<file path="src/rtl/ift_pkg.sv">
// Package: shared types for the inter-frame timer.
// Assumes: nothing beyond the IEEE 1800-2017 language.
package ift_pkg;

    // Phase of the current passive gap, decoded from the passive count
    typedef enum logic [1:0] {
        GAP_RUNNING   = 2'd0,
        GAP_DATA_END  = 2'd1,
        GAP_FRAME_END = 2'd2,
        GAP_SEP_DONE  = 2'd3
    } gap_phase_e;

endpackage

</file>
<file path="src/rtl/ift_sync.sv">
// Module: multi-stage synchronizer for one asynchronous level.
// Assumes: the input is a slow level; RST_VAL is the safe (passive) level.
module ift_sync #(
    parameter int   STAGES  = 2,
    parameter logic RST_VAL = 1'b0
) (
    input  logic clk,
    input  logic rst_n,
    input  logic d_async,
    output logic q_sync
);
    logic [STAGES-1:0] chain;

    generate
        for (genvar s = 0; s < STAGES; s++) begin : g_stage
            // Shift the level one stage closer to the clock domain
            always_ff @(posedge clk) begin
                if (!rst_n)
                    chain[s] <= RST_VAL;
                else if (s == 0)
                    chain[s] <= d_async;
                else
                    chain[s] <= chain[(s == 0) ? 0 : s-1];
            end
        end
    endgenerate

    assign q_sync = chain[STAGES-1];
endmodule

</file>
<file path="src/rtl/ift_gap_counter.sv">
// Module: passive-gap counter with three nested threshold decodes.
// Assumes: EOD_US < EOF_US < SEP_US; bus_act is already synchronized.
// The count clears on any active level and saturates at SEP_US.
module ift_gap_counter
    import ift_pkg::*;
#(
    parameter int EOD_US = 200,
    parameter int EOF_US = 280,
    parameter int SEP_US = 300,
    parameter int CNT_W  = $clog2(SEP_US + 1)
) (
    input  logic       clk,
    input  logic       rst_n,
    input  logic       tick,
    input  logic       bus_act,
    output gap_phase_e phase,
    output logic       eod_hit,
    output logic       eof_hit
);
    localparam logic [CNT_W-1:0] EOD_LAST = CNT_W'(EOD_US - 1);
    localparam logic [CNT_W-1:0] EOF_LAST = CNT_W'(EOF_US - 1);
    localparam logic [CNT_W-1:0] EOD_C    = CNT_W'(EOD_US);
    localparam logic [CNT_W-1:0] EOF_C    = CNT_W'(EOF_US);
    localparam logic [CNT_W-1:0] SEP_C    = CNT_W'(SEP_US);

    logic [CNT_W-1:0] cnt;
    logic             inc;

    // Advance only on a tick, while passive, and below saturation
    assign inc = tick && !bus_act && (cnt != SEP_C);

    // Passive-duration count
    always_ff @(posedge clk) begin
        if (!rst_n)
            cnt <= '0;
        else if (bus_act)
            cnt <= '0;
        else if (inc)
            cnt <= cnt + 1'b1;
    end

    // One pulse per gap as the count steps onto each threshold
    always_ff @(posedge clk) begin
        if (!rst_n) begin
            eod_hit <= 1'b0;
            eof_hit <= 1'b0;
        end else begin
            eod_hit <= inc && (cnt == EOD_LAST);
            eof_hit <= inc && (cnt == EOF_LAST);
        end
    end

    // Decode the current phase of the gap
    always_comb begin
        if (cnt == SEP_C)
            phase = GAP_SEP_DONE;
        else if (cnt >= EOF_C)
            phase = GAP_FRAME_END;
        else if (cnt >= EOD_C)
            phase = GAP_DATA_END;
        else
            phase = GAP_RUNNING;
    end
endmodule

</file>
<file path="src/rtl/ift_edge_watch.sv">
// Module: flags a passive-to-active bus edge seen inside the separation window.
// Assumes: in_window is evaluated from the count before it is cleared.
module ift_edge_watch (
    input  logic clk,
    input  logic rst_n,
    input  logic bus_act,
    input  logic in_window,
    output logic early_sof
);
    logic bus_prev;

    // Remember last synchronized level and flag early rising edges
    always_ff @(posedge clk) begin
        if (!rst_n) begin
            bus_prev  <= 1'b0;
            early_sof <= 1'b0;
        end else begin
            bus_prev  <= bus_act;
            early_sof <= bus_act && !bus_prev && in_window;
        end
    end
endmodule

</file>
<file path="src/rtl/ift_tx_gate.sv">
// Module: grants a held transmit request once per completed separation.
// Assumes: bus_idle already combines separation-done with a passive bus.
module ift_tx_gate (
    input  logic clk,
    input  logic rst_n,
    input  logic tx_req,
    input  logic bus_idle,
    input  logic bus_act,
    output logic tx_grant
);
    logic granted;
    logic grant_now;

    assign grant_now = tx_req && bus_idle && !granted;

    // Single grant per gap; activity re-arms the gate
    always_ff @(posedge clk) begin
        if (!rst_n) begin
            granted  <= 1'b0;
            tx_grant <= 1'b0;
        end else begin
            tx_grant <= grant_now;
            if (bus_act)
                granted <= 1'b0;
            else if (grant_now)
                granted <= 1'b1;
        end
    end
endmodule

</file>
<file path="src/rtl/ift_timer.sv">
// Module: top of the inter-frame timer.
// Assumes: bus_in is asynchronous, 1 = active; tick_1us is a one-cycle pulse.
// Times passive gaps, flags data/frame end, gates transmit starts and
// resynchronizes to early starts by other nodes.
module ift_timer
    import ift_pkg::*;
#(
    parameter int EOD_US      = 200,
    parameter int EOF_US      = 280,
    parameter int SEP_US      = 300,
    parameter int SYNC_STAGES = 2
) (
    input  logic clk,
    input  logic rst_n,
    input  logic tick_1us,
    input  logic bus_in,
    input  logic tx_req,
    input  logic eof_clr,
    output logic eod_pulse,
    output logic eof_pulse,
    output logic eof_sticky,
    output logic early_sof,
    output logic tx_grant,
    output logic bus_idle
);
    localparam int CNT_W = $clog2(SEP_US + 1);

    logic       bus_act;
    gap_phase_e phase;

    ift_sync #(.STAGES(SYNC_STAGES), .RST_VAL(1'b0)) u_sync (
        .clk     (clk),
        .rst_n   (rst_n),
        .d_async (bus_in),
        .q_sync  (bus_act)
    );

    ift_gap_counter #(
        .EOD_US(EOD_US), .EOF_US(EOF_US), .SEP_US(SEP_US), .CNT_W(CNT_W)
    ) u_gap (
        .clk     (clk),
        .rst_n   (rst_n),
        .tick    (tick_1us),
        .bus_act (bus_act),
        .phase   (phase),
        .eod_hit (eod_pulse),
        .eof_hit (eof_pulse)
    );

    ift_edge_watch u_edge (
        .clk       (clk),
        .rst_n     (rst_n),
        .bus_act   (bus_act),
        .in_window (phase == GAP_FRAME_END),
        .early_sof (early_sof)
    );

    // Separation elapsed and bus still passive
    assign bus_idle = (phase == GAP_SEP_DONE) && !bus_act;

    ift_tx_gate u_gate (
        .clk      (clk),
        .rst_n    (rst_n),
        .tx_req   (tx_req),
        .bus_idle (bus_idle),
        .bus_act  (bus_act),
        .tx_grant (tx_grant)
    );

    // Held end-of-frame flag; a new event wins over a clear
    always_ff @(posedge clk) begin
        if (!rst_n)
            eof_sticky <= 1'b0;
        else if (eof_pulse)
            eof_sticky <= 1'b1;
        else if (eof_clr)
            eof_sticky <= 1'b0;
    end
endmodule

</file>
<file path="config.mk">
export PLATFORM = sky130hd
export DESIGN_NAME = ift_timer
export DESIGN_NICKNAME = d
export VERILOG_FILES = /design/src/rtl/ift_pkg.sv /design/src/rtl/ift_sync.sv /design/src/rtl/ift_gap_counter.sv /design/src/rtl/ift_edge_watch.sv /design/src/rtl/ift_tx_gate.sv /design/src/rtl/ift_timer.sv
export SDC_FILE = /design/constraint.sdc
export NUM_CORES = 1
export LEC_CHECK = 0
export ABC_AREA = 1
export BUFFER_PORTS_ARGS = -buffer_cell sky130_fd_sc_hd__clkbuf_2
export CAP_MARGIN = 20
export CORE_AREA = 2 2 46 48
export DETAILED_ROUTE_END_ITERATION = 10
export DIE_AREA = 0 0 48 50
export HOLD_SLACK_MARGIN = 0.05
export PLACE_DENSITY = 0.78
export SYNTH_ARGS = -nofsm -noshare
export SYNTH_HDL_FRONTEND = slang
export SYNTH_SLANG_ARGS = --single-unit
</file>
<file path="constraint.sdc">
create_clock -name clk -period 1.4 [get_ports clk]
set_clock_uncertainty 0.05 [all_clocks]
set_input_delay 0.21 -clock clk [delete_from_list [all_inputs] [get_ports clk]]
set_output_delay 0.21 -clock clk [all_outputs]
set_load 0.02 [all_outputs]
</file>
==> metrics.md <==
| Metric | Value |
|---|---|
| Run status | `finished, violations left` |
| Failing checks | `negative setup slack` |
| Ratio of final minimum period to clock period | `111%` |
| Height of the chip | `50 microns` |
| Maximum number of pins on one net before global-route repair | `11` |
| Main synth FF type | `dfxtp_1` |
| IO buf count | `11` |
| Post-layout power | `0.000964 W` |
| Share of async-settable or async-resettable flops after synthesis | `0%` |
| Std-Cell Rows | `16` |
| Number of warnings issued by yosys | `0` |
| Critical path arrival | `roughly 1.3 ns` |
| Commonest non-fill, non-tap cells in the layout | `nand2_1, inv_1, nor2_1` |
| Endpoint, Worst Hold | `u_gate.tx_grant$_SDFF_PN0_` |
| Req. time, crit path | `between 1 and 1.5 ns` |
| Time the worst path needs with I/O delays and setup | `between 1.5 and 2 ns` |
| Setup slack on the worst flop-to-flop path | `approximately 0.020 ns` |
| Standby leakage power | `around 0.55 nW` |
| Number of standard cells after synthesis | `around 130` |
| # clock sinks | `18` |
| Worst vdd ir | `roughly 570 uV` |
| Worst Tran Pin Value | `0.327 ns` |
| Unique cell type count in the Yosys netlist | `20` |
| Nature of the critical path startpoint | `flop` |
| Combined area of the multi-input logic cells | `between 500 and 600 sq um` |
| Worst Min Path Start | `tx_req` |
| Starting density of the core | `48.0%` |
| Endpoint kind of the worst setup timing path | `output port` |
| Final global-route overflow total | `0` |
| Layout overhead on the synthesized area | `32.5%` |
| DRT Pass-1 Iters | `6` |
| Setup ws final | `-0.150 ns` |
| Routing layer with the top usage in global route | `met2` |
| Count of final setup violators | `1` |
| Layout cell share with drive strength beyond 1 | `35.8%` |
| Number of buffers inserted during clock tree synthesis | `3` |
| Average wire per cell in the routed design | `~12 microns` |
| Violation count after the first detailed-routing iteration | `38` |
| Wire length of the first global-routing pass | `between 3 and 4 mm` |
| CTS Root Buffer Type | `clkbuf_4` |
| Headroom to the max-slew limit | `78.2%` |
| Number of nets with antenna violations after routing | `0` |
| Worst-Skew Late Latency | `0.30 ns` |
| Destination of the worst register-to-register timing path | `u_gap.cnt[4]$_SDFFE_PP0P_` |
| Sequential cell area in the final layout | `between 300 and 400 sq um` |
| Total Die Area | `about 2400 sq um` |
| Total inserted antenna cells | `0` |
| Number of max-capacitance violations reported | `0` |
| Antenna violations before repair | `0` |
| Count of vias placed by the detailed router | `just over 900` |
| Most common cell after layout, fill and taps aside | `nand2_1` |
| Die Width | `around 48 microns` |
| Clock tree from TritonCTS | `built` |
| Via count of the first global-routing pass | `810` |
| # fillers | `143` |
| Number of flip-flops and latches in the synthesized netlist | `18` |
| Pwr dens | `about 800 nW/um^2` |
| Type of the tightest min-delay check | `input pin to flop` |
| Max-slew violation total from the final report | `0` |
| Mean post-synth cell area | `about 7.0 sq um` |
| Number of flops mapped to enable cells by yosys | `0` |
| Remaining routing DRC violations | `0` |
| Half-perimeter wire length after detailed placement | `1.48 mm` |
| Post-Syn Area | `approximately 900 sq um` |
| Sequential share of the synthesized area | `39.5%` |
| Clock Pin Slew Worst Setup and Hold Paths | `approximately 0.11 ns` |
| Util after Layout | `approximately 64%` |
| Tot GR Track Use | `20.1%` |
| WHS Path Cells | `3` |
| Highest fanout seen on the critical path | `2` |
| Placer congestion estimate | `~0.80` |
| IO Pins | `12` |
| Worst reg2reg startpoint | `u_gap.cnt[0]$_SDFFE_PP0P_` |
| Total nets after synthesis | `139` |
| Met1 Resource Use GR | `approximately 27%` |
| Detail-routed via count per cell | `approximately 4.9` |
| Net count of the finished layout | `168` |
| Met3 demand-to-capacity share in global routing | `1.83%` |
| Total Wirelength | `between 2 and 2.5 mm` |
| Met2 demand-to-capacity share in global routing | `a little under a third` |
| Cells on worst reg2reg path | `10` |
| Critical path start-end classification | `flop to output port` |
| Std-Cell Core Area | `1900 sq um` |
| Maximum clock frequency | `645 MHz` |
| Level count of the clock H-tree | `1` |
| Final Hold Viols | `0` |
| Setup repair after global routing missed its margin | `yes` |
| Clock tree buffer depth | `2` |
-- kinds of logic after synthesis --
logic type | count (synthesis) | share of synthesized area (%)
xor+xnor | 3 | 2.88
simple gates | 76 | 40.1
flops | 18 | 39.5
compound gates | 10 | 5.62
buf+inv | 22 | 9.18
fa+ha+maj | 2 | 2.74
-- metrics by stage --
step	instances	hold slack, ns	setup TNS, ns	cell area [sq um]	setup WS [ns]
floorplan	131	0.253	0	913	0.0867
global placement	175	0.346	0	1050	0.0295
detailed placement	175	0.349	-0.127	1050	-0.0364
CTS	185	0.0929	-0.167	1170	-0.167
global route	186	0.113	-0.402	1210	-0.185
finish	186	0.109	-0.150	1210	-0.150
-- worst max-delay path: stages, from the launching register on --
cell     delay (ns)
dfxtp_2        0.35
inv_2          0.07
ha_4           0.14
nand2_4        0.05
nor2_4         0.09
nand2_4        0.06
nor2_4         0.11
buf_8          0.12
-- per-layer routing --
metal / share of wire [%] / vias to the layer above / routed length [microns]
li1: - / 462 / -
met4: 1.5 / 0 / 34
met5: 0 / - / 0
met2: 48 / 41 / 1060
met3: 5.8 / 5 / 128
met1: 44 / 407 / 972
-- where the power goes --
part | internal [W] | switching [W]
clock network | 0.000159 | 0.000170
logic | 0.0000475 | 0.0000601
registers | 0.000522 | 0.00000707
-- worst max path at each step --
| stage | start | end | cells after the start |
|---|---|---|---|
| CTS | u_gap.cnt[1]$_SDFFE_PP0P_ | bus_idle | 7 |
| detailed placement | u_gap.cnt[0]$_SDFFE_PP0P_ | u_gap.cnt[3]$_SDFFE_PP0P_ | 9 |
| finish | u_gap.cnt[0]$_SDFFE_PP0P_ | bus_idle | 7 |
| global placement | u_gap.cnt[0]$_SDFFE_PP0P_ | u_gap.cnt[4]$_SDFFE_PP0P_ | 9 |
| floorplan | u_gap.cnt[0]$_SDFFE_PP0P_ | u_gate.granted$_SDFFE_PP0P_ | 8 |
| global route | u_gap.cnt[0]$_SDFFE_PP0P_ | bus_idle | 7 |
-- synthesized netlist by cell type, types with 3 or more instances --
cell	number	share of area, %
a21oi_1	7	3.8
xor2_1	3	2.9
nand4_1	3	2.1
nand3_1	9	4.9
nor2_1	16	6.6
inv_1	20	8.2
nand2_1	34	14
nor2_4	3	3.7
nor2_2	3	2.1
dfxtp_1	18	39
-- registers in the layout, summed over array words and instances (netlist names) --
signal            cells
u_gate.tx_grant       1
eof_sticky            1
u_sync.chain          1
u_edge.early_sof      1
u_edge.bus_prev       1
u_gap.cnt             9
u_gap.eod_hit         1
u_gate.granted        1
u_sync.q_sync         1
u_gap.eof_hit         1
-- layout make-up --
class                   instances  share of cell area [%]
flip-flops and latches         18                    30.4
repair buffers                 25                    14.3
multi-input cells              91                    43.0
well taps                      27                    2.79
inverters                      21                    6.51
clock buffers                   4                    3.00
-- what timing repair did --
item	in CTS	in global routing
hold buffers	1	0
resized for setup	13	11
buffers inserted	5	1
hold endpoints to repair	1	0
setup endpoints to repair	8	11
pin swaps	5	2
No activity file was read; power rests on OpenSTA's default activity.
